<file path="src/rtl/rr_seq_pkg.sv">
package rr_seq_pkg;

   localparam int BUS_W = 8;

   typedef enum logic [1:0] {
      BK_CMD  = 2'd0,
      BK_ADDR = 2'd1,
      BK_DATA = 2'd2
   } bus_kind_e;

   typedef enum logic [2:0] {
      ST_IDLE,
      ST_OPEN,
      ST_ADDR,
      ST_DATA,
      ST_APPLY
   } seq_state_e;

   localparam logic [BUS_W-1:0] OP_OPEN  = 8'h36;
   localparam logic [BUS_W-1:0] OP_APPLY = 8'h16;

endpackage

</file>
<file path="src/rtl/rr_offset_src.sv">
module rr_offset_src #(
   parameter int MAX_REGS   = 8,
   parameter int FIXED_REGS = 1,
   parameter int SLOT_W     = 3
) (
   input  logic [MAX_REGS*rr_seq_pkg::BUS_W-1:0] reg_addr_i,
   input  logic [SLOT_W-1:0]                     slot_i,
   output logic [rr_seq_pkg::BUS_W-1:0]          offset_o
);
   import rr_seq_pkg::*;

   generate
      if (FIXED_REGS != 0) begin : g_fixed
         logic unused_port;
         assign unused_port = ^reg_addr_i;
         always_comb begin
            case (32'(slot_i))
               0:       offset_o = 8'hCC;
               1:       offset_o = 8'hBF;
               2:       offset_o = 8'hAA;
               3:       offset_o = 8'hAB;
               4:       offset_o = 8'hCD;
               5:       offset_o = 8'hAD;
               6:       offset_o = 8'hAE;
               7:       offset_o = 8'hAF;
               default: offset_o = '0;
            endcase
         end
      end else begin : g_port
         logic [BUS_W-1:0] entries [MAX_REGS];
         for (genvar g = 0; g < MAX_REGS; g++) begin : g_ent
            assign entries[g] = reg_addr_i[g*BUS_W +: BUS_W];
         end
         always_comb begin
            offset_o = '0;
            if (32'(slot_i) < MAX_REGS) offset_o = entries[slot_i];
         end
      end
   endgenerate

endmodule

</file>
<file path="src/rtl/rr_value_pick.sv">
module rr_value_pick #(
   parameter int NUM_MODES = 8,
   parameter int MAX_REGS  = 8,
   parameter int MODE_W    = 4,
   parameter int NREG_W    = 4,
   parameter int SLOT_W    = 3
) (
   input  logic [NUM_MODES*MAX_REGS*rr_seq_pkg::BUS_W-1:0] value_tab_i,
   input  logic [MODE_W-1:0]                               mode_i,
   input  logic [NREG_W-1:0]                               nregs_i,
   input  logic [SLOT_W-1:0]                               slot_i,
   output logic [rr_seq_pkg::BUS_W-1:0]                    value_o
);
   import rr_seq_pkg::*;

   localparam int TAB_N  = NUM_MODES * MAX_REGS;
   localparam int IDX_W  = (TAB_N > 1) ? $clog2(TAB_N) : 1;
   localparam int PROD_W = MODE_W + NREG_W + 1;

   logic [BUS_W-1:0]  entries [TAB_N];
   logic [PROD_W-1:0] flat_idx;

   for (genvar g = 0; g < TAB_N; g++) begin : g_ent
      assign entries[g] = value_tab_i[g*BUS_W +: BUS_W];
   end

   // mode-major layout: stride between modes equals the live register count
   assign flat_idx = PROD_W'(mode_i) * PROD_W'(nregs_i) + PROD_W'(slot_i);

   always_comb begin
      value_o = '0;
      if (flat_idx < PROD_W'(TAB_N)) value_o = entries[flat_idx[IDX_W-1:0]];
   end

endmodule

</file>
<file path="src/rtl/rr_param_seq.sv">
module rr_param_seq #(
   parameter int NUM_MODES  = 8,
   parameter int MAX_REGS   = 8,
   parameter int MODE_W     = 4,
   parameter int FIXED_REGS = 1
) (
   input  logic                                clk,
   input  logic                                rst_n,
   input  logic                                start_i,
   input  logic [MODE_W-1:0]                   mode_i,
   input  logic [$clog2(MAX_REGS+1)-1:0]       nregs_i,
   input  logic [MAX_REGS*8-1:0]               reg_addr_i,
   input  logic [NUM_MODES*MAX_REGS*8-1:0]     value_tab_i,
   output logic                                bus_valid_o,
   output logic [1:0]                          bus_kind_o,
   output logic [7:0]                          bus_byte_o,
   input  logic                                bus_ready_i,
   input  logic                                bus_err_i,
   output logic                                busy_o,
   output logic                                done_o,
   output logic                                err_o
);
   import rr_seq_pkg::*;

   localparam int NREG_W = $clog2(MAX_REGS + 1);
   localparam int SLOT_W = (MAX_REGS > 1) ? $clog2(MAX_REGS) : 1;

   generate
      if (NUM_MODES < 1) begin : g_bad_modes
         $error("NUM_MODES must be at least 1");
      end
      if (MAX_REGS < 1) begin : g_bad_regs
         $error("MAX_REGS must be at least 1");
      end
      if (FIXED_REGS != 0 && MAX_REGS > 8) begin : g_bad_list
         $error("built-in offset list holds only 8 entries");
      end
      if ((1 << MODE_W) < NUM_MODES) begin : g_bad_modew
         $error("MODE_W too narrow for NUM_MODES");
      end
   endgenerate

   seq_state_e        state_q;
   logic [MODE_W-1:0] mode_q;
   logic [NREG_W-1:0] nregs_q;
   logic [SLOT_W-1:0] slot_q;
   logic [BUS_W-1:0]  offset_w;
   logic [BUS_W-1:0]  value_w;
   logic              req_bad;
   logic              last_slot;
   logic              beat_ok;

   rr_offset_src #(
      .MAX_REGS  (MAX_REGS),
      .FIXED_REGS(FIXED_REGS),
      .SLOT_W    (SLOT_W)
   ) u_offs (
      .reg_addr_i(reg_addr_i),
      .slot_i    (slot_q),
      .offset_o  (offset_w)
   );

   rr_value_pick #(
      .NUM_MODES(NUM_MODES),
      .MAX_REGS (MAX_REGS),
      .MODE_W   (MODE_W),
      .NREG_W   (NREG_W),
      .SLOT_W   (SLOT_W)
   ) u_vals (
      .value_tab_i(value_tab_i),
      .mode_i     (mode_q),
      .nregs_i    (nregs_q),
      .slot_i     (slot_q),
      .value_o    (value_w)
   );

   assign req_bad   = ({1'b0, mode_i} >= (MODE_W+1)'(NUM_MODES)) ||
                      (nregs_i > NREG_W'(MAX_REGS));
   assign last_slot = (NREG_W'(slot_q) + NREG_W'(1)) == nregs_q;
   assign beat_ok   = bus_valid_o && bus_ready_i;

   always_comb begin
      bus_valid_o = 1'b1;
      bus_kind_o  = BK_CMD;
      bus_byte_o  = '0;
      case (state_q)
         ST_OPEN:  bus_byte_o = OP_OPEN;
         ST_ADDR:  begin bus_kind_o = BK_ADDR; bus_byte_o = offset_w; end
         ST_DATA:  begin bus_kind_o = BK_DATA; bus_byte_o = value_w;  end
         ST_APPLY: bus_byte_o = OP_APPLY;
         default:  bus_valid_o = 1'b0;
      endcase
   end

   assign busy_o = (state_q != ST_IDLE);

   always_ff @(posedge clk) begin
      if (!rst_n) begin
         state_q <= ST_IDLE;
         mode_q  <= '0;
         nregs_q <= '0;
         slot_q  <= '0;
         done_o  <= 1'b0;
         err_o   <= 1'b0;
      end else begin
         done_o <= 1'b0;
         err_o  <= 1'b0;
         if (state_q == ST_IDLE) begin
            if (start_i) begin
               if (req_bad) begin
                  err_o <= 1'b1;
               end else begin
                  mode_q  <= mode_i;
                  nregs_q <= nregs_i;
                  slot_q  <= '0;
                  state_q <= ST_OPEN;
               end
            end
         end else if (beat_ok) begin
            if (bus_err_i) begin
               err_o   <= 1'b1;
               state_q <= ST_IDLE;
            end else begin
               case (state_q)
                  ST_OPEN: state_q <= (nregs_q == '0) ? ST_APPLY : ST_ADDR;
                  ST_ADDR: state_q <= ST_DATA;
                  ST_DATA: begin
                     if (last_slot) begin
                        state_q <= ST_APPLY;
                     end else begin
                        slot_q  <= slot_q + SLOT_W'(1);
                        state_q <= ST_ADDR;
                     end
                  end
                  default: begin
                     done_o  <= 1'b1;
                     state_q <= ST_IDLE;
                  end
               endcase
            end
         end
      end
   end

   AST_OPEN_FIRST: assert property (@(posedge clk) disable iff (!rst_n)
      $rose(busy_o) |-> (bus_valid_o && bus_kind_o == BK_CMD && bus_byte_o == OP_OPEN));

   AST_DATA_AFTER_ADDR: assert property (@(posedge clk) disable iff (!rst_n)
      (beat_ok && !bus_err_i && bus_kind_o == BK_ADDR) |=> (bus_valid_o && bus_kind_o == BK_DATA));

   AST_DONE_AFTER_APPLY: assert property (@(posedge clk) disable iff (!rst_n)
      done_o |-> $past(beat_ok && !bus_err_i && bus_kind_o == BK_CMD && bus_byte_o == OP_APPLY));

   AST_ERR_STOPS: assert property (@(posedge clk) disable iff (!rst_n)
      (beat_ok && bus_err_i) |=> (!bus_valid_o && err_o && !done_o));

   AST_REJECT_QUIET: assert property (@(posedge clk) disable iff (!rst_n)
      (!busy_o && start_i && req_bad) |=> (!busy_o && err_o));

   AST_HOLD_STALL: assert property (@(posedge clk) disable iff (!rst_n)
      (bus_valid_o && !bus_ready_i) |=> (bus_valid_o && $stable(bus_kind_o) && $stable(bus_byte_o)));

   AST_PULSE_EXCL: assert property (@(posedge clk) disable iff (!rst_n)
      !(done_o && err_o));

endmodule

</file>
<file path="config.mk">
export PLATFORM = sky130hd
export DESIGN_NAME = rr_param_seq
export DESIGN_NICKNAME = d
export VERILOG_FILES = /design/src/rtl/rr_seq_pkg.sv /design/src/rtl/rr_offset_src.sv /design/src/rtl/rr_value_pick.sv /design/src/rtl/rr_param_seq.sv
export SDC_FILE = /design/constraint.sdc
export NUM_CORES = 1
export LEC_CHECK = 0
export BUFFER_PORTS_ARGS = -buffer_cell sky130_fd_sc_hd__buf_2
export CAP_MARGIN = 25
export CELL_PAD_IN_SITES_DETAIL_PLACEMENT = 1
export CELL_PAD_IN_SITES_GLOBAL_PLACEMENT = 1
export CORE_AREA = 2 2 234 236
export CTS_CLUSTER_SIZE = 12
export DETAILED_ROUTE_END_ITERATION = 10
export DIE_AREA = 0 0 236 238
export PLACE_DENSITY = 0.39
export SETUP_SLACK_MARGIN = 0.2
export SLEW_MARGIN = 20
export SYNTH_ARGS = -nofsm -noshare
export SYNTH_HDL_FRONTEND = slang
export SYNTH_SLANG_ARGS = --single-unit
</file>
<file path="constraint.sdc">
create_clock -name clk -period 9.2 [get_ports clk]
set_clock_uncertainty 0.05 [all_clocks]
set_input_delay 0.92 -clock clk [delete_from_list [all_inputs] [get_ports clk]]
set_output_delay 0.92 -clock clk [all_outputs]
set_load 0.01 [all_outputs]
</file>
==> flow_summary.rst, run 1 <==
.. list-table::
   :header-rows: 1

   * - Metric
     - Value
   * - Clock tree from TritonCTS
     - built
   * - Synth top area share
     - 0.5140
   * - Number of cells traversed by the worst hold path
     - 1
   * - Wirelength per Cell
     - 24.39 um
   * - Crit Path Max Fanout
     - 37
   * - Hold bufs inserted after CTS
     - 0
   * - Endpoint of the lowest-slack register-to-register path
     - u_offs.offset_o[0]
   * - Crit path kind
     - reg -> out
   * - Die extent in y
     - 238 um
   * - Setup crit start kind
     - flop
   * - Setup-violating endpoint count in the final report
     - 0
   * - Register clock-pin slew on the reported worst setup and hold paths
     - 0.06 ns
   * - DR WL met3
     - 2844 um
   * - Post-synthesis cell area
     - 5916 um^2
   * - Clk_lat worst skew
     - 0.26 ns
   * - Number of standard cells in the final layout excluding fillers
     - 1,742
   * - Die outline area
     - 56,170 um^2
   * - Maximum single-stage delay on the critical path
     - 0.97 ns
   * - Clk pwr share
     - 0.233
   * - WP buf/inv
     - 3
   * - Distinct cell type count after synthesis
     - 54
   * - Cell chain of the critical path
     - and2_1 -> ha_1 -> ha_1 -> fa_1 -> fa_4 -> buf_4 -> buf_4 -> mux4_2 -> a22oi_1 -> nand2_1 -> nor2_1 -> o41ai_1 -> buf_2
   * - Number of setup buffers added after CTS
     - 0
   * - M1 wire length
     - 16,080 um
   * - Post-synthesis sequential element count
     - 22
   * - Share of flip-flops with an asynchronous set or reset after synthesis
     - 0
   * - Maximum number of pins on one net before global-route repair
     - 62
   * - Main area contributors after synthesis
     - sky130_fd_sc_hd__mux4_2 51%, sky130_fd_sc_hd__dfxtp_1 7.4%, sky130_fd_sc_hd__mux2i_1 4.9%, sky130_fd_sc_hd__ha_1 4.4%, sky130_fd_sc_hd__nand2_1 2.4%
   * - Total wire length
     - 42,490 um
   * - Post-synthesis cell type with the largest combined area
     - sky130_fd_sc_hd__mux4_2
   * - Crit path capture
     - bus_byte_o[3]
   * - Net switching share of the total power
     - 0.3031
   * - Syn_nets
     - 1,133
   * - Timing-limited maximum frequency
     - 152.5 MHz
   * - Layout-stage area growth over the synthesis result
     - 61.15%
   * - Number of synthesized flops with an enable pin
     - 0
   * - Area of the core
     - 53,500 um^2
   * - Kind of cell adding the most delay to the critical path
     - adder cells
   * - Commonest cells in the synthesized netlist
     - 135 x sky130_fd_sc_hd__mux4_2, 38 x sky130_fd_sc_hd__nand2_1, 29 x sky130_fd_sc_hd__mux2i_1
   * - Actual transition at the worst max-transition pin
     - 0.7587 ns
   * - Sequential fraction of design power
     - 0.230
   * - Number of cells after detailed placement
     - 1,724
   * - Total Power Consumption
     - 437.9 uW
   * - Hold/Removal Path Class
     - reg -> reg
   * - Critical Path End Type
     - output pin
   * - Critical register-to-register path startpoint
     - slot_q[0]
   * - First-pass GRT wire length
     - 58,050 um
   * - Required @ worst endpoint
     - 8.23 ns
   * - Crit path from
     - nregs_q[2]
   * - Total negative setup slack
     - 0 ns
   * - Status
     - finished clean
   * - Remaining Overflow, GRT
     - 0
   * - Setup repair after global routing missed its margin
     - false
   * - Number of buffers created by CTS
     - 3
   * - Tightest slew margin relative to the limit
     - 0.4917
   * - Vias
     - 7,067
   * - Final HPWL DP
     - 37,900 um
   * - Critical Path Slowest Stage Cell
     - sky130_fd_sc_hd__fa_4
   * - Part of the Yosys area used for sequential elements
     - 0.07445
   * - Synthesis warning total
     - 0
   * - # Max-Cap Violations
     - 0
   * - DRT Pass-1 Iters
     - 4
   * - Number of resized instances in the post-cts repair step
     - 0
   * - Net switching power
     - 132.7 uW
   * - Int Pwr
     - 305.2 uW
   * - TritonCTS Sinks
     - 22
   * - Total leakage power
     - 0.004085 uW
   * - Port Buf Inserts
     - 538
   * - Count of mapped cells out of synthesis
     - 517
   * - Fraction of final layout cells with drive strength greater than 1
     - 0.6870
   * - Depth of the worst register-to-register path
     - 7
   * - IO Count
     - 603
   * - Most common cell in the synthesized netlist
     - sky130_fd_sc_hd__mux4_2
   * - Top_reg_cell synth
     - sky130_fd_sc_hd__dfxtp_1
   * - Via count of the first global-routing pass
     - 7,823
   * - Wire length on met2
     - 22,770 um
   * - Number of design-rule violations left by the first detailed-router iteration
     - 364
   * - Peak VDD IR
     - 64.74 uV
   * - Antenna violations before repair
     - 22
   * - Root Driver
     - sky130_fd_sc_hd__clkbuf_16
   * - Average instance area after synthesis
     - 11.44 um^2
   * - Final critical delay including setup and external delays
     - 6.558 ns
   * - Arrival time worst endpoint
     - 5.59 ns
   * - Final clock period utilization by the worst path
     - 0.7128
   * - CTS Buffer Depth
     - 2
   * - Power density over cell area
     - 45.94 nW/um^2
   * - Part of the total power dissipated in combinational logic
     - 0.537
   * - Count of nets left with antenna violations after detail routing
     - 0
   * - DRC Markers
     - 0
   * - Worst path depth
     - 13
   * - Per-cell via count in the routed design
     - 4.057
   * - Initial core utilization
     - 0.1106
   * - Reg-to-reg setup timing slack
     - 6.59 ns
   * - Global router's overall resource usage
     - 0.1445
   * - Final RePlAce weighted congestion
     - 0.8205
   * - Final hold violation count
     - 0
   * - Number of cell rows
     - 85
   * - Deepest level of the CTS H-tree
     - 1
   * - Top routing layer in use
     - met4
   * - Final-stage net count
     - 1,649
   * - Number of slew-limit violations in the final report
     - 0
   * - Die outline width
     - 236 um
final cells by class:
| cell class | count | area [um^2] |
|---|---|---|
| fillers | 6378 | 43960 |
| multi-input cells | 434 | 5209 |
| repair buffers | 555 | 2825 |
| well taps | 696 | 870.8 |
| flip-flops and latches | 22 | 440.4 |
| clock buffers | 4 | 88.84 |
| inverters | 17 | 63.81 |
| diodes | 14 | 35.03 |
placed cells by master (no fill, tap or decap), drive strengths merged, types with 3 or more instances in the layout:
| cell type | instances |
|---|---|
| clkbuf | 4 |
| a2111oi | 7 |
| dfxtp | 22 |
| diode | 14 |
| xor2 | 4 |
| and2 | 10 |
| nand2b | 3 |
| nand3b | 3 |
| mux4 | 135 |
| o21a | 5 |
| or3 | 3 |
| a21oi | 23 |
| a22oi | 18 |
| nand2 | 39 |
| nand4 | 4 |
| ha | 21 |
| nor2b | 12 |
| buf | 555 |
| nor2 | 25 |
| xnor2 | 3 |
| o41ai | 8 |
| nand3 | 21 |
| inv | 17 |
| o21ai | 20 |
| nor3 | 6 |
| mux2i | 29 |
| fa | 6 |
stage by stage:
step | instance area [um^2] | hold slack (ns) | util | setup slack, ns
floorplan | 5916 | 0.4454 | - | 4.572
global placement | 9394 | 0.4825 | 0.1756 | 2.790
detailed placement | 9409 | 0.4927 | 0.1759 | 2.850
CTS | 9498 | 0.5012 | 0.1775 | 2.556
global route | 9510 | 0.5187 | 0.1778 | 2.429
finish | 9533 | 0.4891 | 0.1782 | 2.642
worst min path at each step:
stage | start | end | slack [ns]
5_1_grt | mode_q[3] | mode_q[3] | 0.52
2_1_floorplan | mode_q[3] | mode_q[3] | 0.45
3_5_place_dp | mode_q[3] | mode_q[3] | 0.49
3_3_place_gp | mode_q[3] | mode_q[3] | 0.48
6_report | mode_q[3] | mode_q[3] | 0.49
4_1_cts | mode_q[3] | mode_q[3] | 0.50
cells by family after synthesis:
family | count (synthesis) | synth area share
DFF | 22 | 0.07445
muxes | 164 | 0.5630
buffers and inverters | 61 | 0.05393
and+or+nand+nor | 137 | 0.1178
xor gates and xnor gates | 7 | 0.01036
AOI/OAI and AO/OA | 99 | 0.1157
adders and majority gates | 27 | 0.06472
flip-flops by register name, indices dropped and copies added, names as in the netlist:
register,count
done_o,1
slot_q,3
err_o,1
state_q,3
mode_q,4
u_offs.offset_o,6
nregs_q,4
layer usage:
layer  vias up  track usage
li1       3215            -
met1      3503       0.1700
met2       323       0.2759
met3        26      0.02510
met4         0      0.02335
met5         -            0
power by group through the flow:
stage	Clock [uW]	Combinational (uW)	Sequential, uW
5_1_grt	110	258	101
2_1_floorplan	0	86.7	101
6_report	102	235	101
4_1_cts	105	243	101
3_5_place_dp	0	242	103
3_3_place_gp	0	238	103
Power figures use the tool's default switching activity.
==> run 2: changes to the inputs <==
- ABC_AREA: unset -> 1
- CORE_AREA: 2 2 234 236 -> 2 2 235 237
- DIE_AREA: 0 0 236 238 -> 0 0 237 239
- PLACE_DENSITY: 0.39 -> 0.49
- clock period: 9.2 -> 5.7 ns (I/O delays scaled with it)
==> run 2 against run 1 <==
Sequential power grew 70%. Die area is 0.85% higher. Highest routed layer is now met5. Global-route usage increased by 2.0 points. Combinational power grew to 3.2 times the previous value. Critical path type unchanged.
==> flow_summary.rst, run 2 <==
.. list-table::
   :header-rows: 1

   * - Metric
     - Value
   * - Antenna violations before repair
     - 11
   * - Final clock period utilization by the worst path
     - 0.8939
   * - Post-synthesis cell type with the largest combined area
     - sky130_fd_sc_hd__nand3_1
   * - Cell chain of the critical path
     - nand2_1 -> fa_1 -> fa_1 -> inv_1 -> ha_1 -> ha_1 -> nand2_1 -> inv_1 -> nor2_1 -> nand2_1 -> nand2_1 -> nand2_2 -> inv_2 -> nand3_1 -> nand3_1 -> nand3_1 -> nand2_1 -> buf_2
   * - Number of buffers created by CTS
     - 3
   * - Fraction of final layout cells with drive strength greater than 1
     - 0.3219
   * - Final HPWL DP
     - 39,590 um
   * - Number of flip-flops under the largest register name
     - 6
   * - Critical Path End Type
     - output pin
   * - Synth top area share
     - 0.3889
   * - Synthesized-area fraction occupied by ao, oa, aoi and oai cells
     - 0.02071
   * - Synthesized-area fraction occupied by adder cells
     - 0.05710
   * - Total negative setup slack
     - 0 ns
   * - Number of cell rows
     - 86
   * - Average instance area after synthesis
     - 4.845 um^2
   * - Number of design-rule violations left by the first detailed-router iteration
     - 384
   * - Hold/Removal Path Class
     - reg -> reg
   * - Per-cell via count in the routed design
     - 4.320
   * - Maximum number of pins on one net before global-route repair
     - 129
   * - Crit path kind
     - reg -> out
   * - IO Count
     - 603
   * - DRT Pass-1 Iters
     - 4
   * - Final RePlAce weighted congestion
     - 0.8242
   * - Deepest level of the CTS H-tree
     - 1
   * - TritonCTS Sinks
     - 22
   * - Final hold violation count
     - 0
   * - XOR/XNOR share of the synthesized area
     - 0.004852
   * - Root Driver
     - sky130_fd_sc_hd__clkbuf_16
   * - Mux share of post-synthesis cell area
     - 0
   * - Commonest non-fill, non-tap cells in the layout
     - 586 x sky130_fd_sc_hd__nand2_1, 538 x sky130_fd_sc_hd__buf_2, 521 x sky130_fd_sc_hd__nand3_1
   * - Main combinational cell family by area after synthesis
     - simple AND/OR/NAND/NOR gates
   * - Initial core utilization
     - 0.1234
   * - # Max-Cap Violations
     - 0
   * - Depth of the worst register-to-register path
     - 11
   * - Final critical delay including setup and external delays
     - 5.095 ns
   * - Layout-stage area growth over the synthesis result
     - 52.27%
   * - Total wire length
     - 49,060 um
   * - Terminating pin of the worst hold path
     - mode_q[3]
   * - Critical Path Slowest Stage Cell
     - sky130_fd_sc_hd__fa_1
   * - Arrival time worst endpoint
     - 4.48 ns
   * - Syn_nets
     - 2,000
   * - Tightest slew margin relative to the limit
     - 0.4579
   * - Most common cell in the synthesized netlist
     - sky130_fd_sc_hd__nand2_1
   * - Setup-violating endpoint count in the final report
     - 0
   * - Register clock-pin slew on the reported worst setup and hold paths
     - 0.07 ns
   * - Number of synthesized flops with an enable pin
     - 0
   * - Number of slew-limit violations in the final report
     - 0
   * - Port Buf Inserts
     - 538
   * - Count of nets left with antenna violations after detail routing
     - 0
   * - Required @ worst endpoint
     - 5.08 ns
   * - Die outline width
     - 237 um
   * - Actual transition at the worst max-transition pin
     - 0.8132 ns
   * - Distinct cell type count after synthesis
     - 29
   * - Share of flip-flops with an asynchronous set or reset after synthesis
     - 0
   * - Critical register-to-register path startpoint
     - slot_q[0]
   * - Dominant cell type by count on the critical path
     - sky130_fd_sc_hd__nand2_1
   * - Status
     - finished clean
   * - Most common library cell in the layout ignoring fill and taps
     - sky130_fd_sc_hd__nand2_1
   * - Total of fill cells in the finished design
     - 7,114
   * - Startpoint of the most critical hold path
     - mode_q[3]
   * - Part of the Yosys area used for sequential elements
     - 0.06568
   * - Die outline area
     - 56,640 um^2
   * - Die extent in y
     - 239 um
   * - Setup crit start kind
     - flop
   * - Wirelength per Cell
     - 19.28 um
   * - Vias
     - 11,000
   * - Clk_lat worst skew
     - 0.26 ns
   * - Top_reg_cell synth
     - sky130_fd_sc_hd__dfxtp_1
   * - First-pass GRT wire length
     - 71,310 um
   * - Setup repair after global routing missed its margin
     - false
   * - Endpoint of the lowest-slack register-to-register path
     - u_offs.offset_o[6]
   * - Area of the core
     - 54,340 um^2
   * - Total leakage power
     - 0.005462 uW
   * - Post-synthesis cell area
     - 6705 um^2
   * - CTS Buffer Depth
     - 2
   * - Power density over cell area
     - 110.4 nW/um^2
   * - Global router's overall resource usage
     - 0.1645
   * - Post-synthesis sequential element count
     - 22
   * - Peak VDD IR
     - 109.8 uV
   * - Number of setup buffers added after CTS
     - 0
   * - Final core occ
     - 0.1879
   * - Crit Path Max Fanout
     - 16
   * - Simple-Gate Fraction of Synth Area
     - 0.7468
   * - Hold bufs inserted after CTS
     - 0
   * - Commonest cells in the synthesized netlist
     - 586 x sky130_fd_sc_hd__nand2_1, 521 x sky130_fd_sc_hd__nand3_1, 67 x sky130_fd_sc_hd__buf_2
   * - Number of cells traversed by the worst hold path
     - 2
   * - Clock tree from TritonCTS
     - built
   * - Reg-to-reg setup timing slack
     - 3.44 ns
   * - Via count of the first global-routing pass
     - 11,370
   * - Final-stage net count
     - 2,453
   * - Remaining Overflow, GRT
     - 0
   * - Synthesis warning total
     - 0
   * - DRC Markers
     - 0
   * - Number of resized instances in the post-cts repair step
     - 0
   * - Main area contributors after synthesis
     - sky130_fd_sc_hd__nand3_1 39%, sky130_fd_sc_hd__nand2_1 33%, sky130_fd_sc_hd__dfxtp_1 6.6%, sky130_fd_sc_hd__buf_2 5.0%, sky130_fd_sc_hd__ha_1 3.9%
   * - Maximum single-stage delay on the critical path
     - 0.50 ns
   * - Timing-limited maximum frequency
     - 196.3 MHz
   * - Count of mapped cells out of synthesis
     - 1,384
==> run 2: cell types whose count changed after synthesis, moves of 13 or more <==
| cell | previous run | this run |
|---|---|---|
| sky130_fd_sc_hd__mux4_2 | 135 | 0 |
| sky130_fd_sc_hd__mux2i_1 | 29 | 0 |
| sky130_fd_sc_hd__buf_2 | 16 | 67 |
| sky130_fd_sc_hd__nand3_1 | 21 | 521 |
| sky130_fd_sc_hd__clkbuf_1 | 9 | 23 |
| sky130_fd_sc_hd__buf_1 | 5 | 18 |
| sky130_fd_sc_hd__nand2_1 | 38 | 586 |
| sky130_fd_sc_hd__inv_1 | 15 | 41 |
| sky130_fd_sc_hd__a22oi_1 | 18 | 0 |
==> run 2: per-layer routing <==
| layer | routed length, um | track usage |
|---|---|---|
| met2 | 24380 | 0.3012 |
| met5 | 69 | 0 |
| met3 | 2379 | 0.02229 |
| met1 | 21570 | 0.2075 |
| met4 | 665 | 0.02493 |
==> run 2: worst max-delay path, delay by kind of cell (launching register included) <==
family | cells | cell delay (ns)
buffers and inverters | 4 | 0.59
AND/OR/NAND/NOR | 10 | 1.49
adder cells (fa/ha/maj) | 4 | 1.67
flip-flops | 1 | 0.45
==> run 2: metrics by stage <==
stage | instances | hold slack, ns | setup WS, ns | power [uW] | instance area [um^2]
detailed placement | 2536 | 0.4516 | 0.8544 | 947.0 | 10090
CTS | 2540 | 0.4614 | 0.5617 | 1156 | 10200
finish | 2545 | 0.4554 | 0.6047 | 1127 | 10210
global placement | 2536 | 0.4304 | 0.8447 | 939.6 | 10090
floorplan | 1384 | 0.4035 | 1.951 | 541.7 | 6705
global route | 2544 | 0.5017 | 0.3047 | 1234 | 10210
==> run 2: worst max-delay path by stage <==
stage / from / end / slack [ns] / cells past startpoint
after floorplan: nregs_q[1] / bus_byte_o[6] / 1.95 / 18
after global placement: nregs_q[1] / bus_byte_o[0] / 0.84 / 18
after detailed placement: nregs_q[1] / bus_byte_o[0] / 0.85 / 18
after CTS: nregs_q[1] / bus_byte_o[0] / 0.56 / 18
after global routing: nregs_q[1] / bus_byte_o[0] / 0.30 / 18
final: nregs_q[1] / bus_byte_o[2] / 0.60 / 18
==> run 2: logic make-up after synthesis <==
| logic type | after synthesis |
|---|---|
| XOR/XNOR | 2 |
| AO/OA/AOI/OAI | 27 |
| flip-flops | 22 |
| buffers and inverters | 164 |
| AND/OR/NAND/NOR | 1142 |
| adder cells (fa/ha/maj) | 27 |
==> run 2: report_power, final <==
part / internal (uW) / total, uW / switching, uW / leakage (uW)
Combinational: 298 / 752 / 454 / 0.00523
Sequential: 162 / 172 / 9.60 / 0.000179
Clock: 140 / 203 / 63.3 / 0.0000511
==> run 2: layout make-up <==
type / instances / area [um^2] / area share
Multi-Input combinational cell: 1198 / 5605 / 0.5490
Clock buffer: 3 / 75.07 / 0.007353
Sequential cell: 22 / 440.4 / 0.04314
Tap cell: 704 / 880.8 / 0.08627
Timing Repair Buffer: 557 / 2948 / 0.2887
Antenna cell: 5 / 12.51 / 0.001225
Inverter: 55 / 217.7 / 0.02132
Clock inverter: 1 / 30.03 / 0.002941
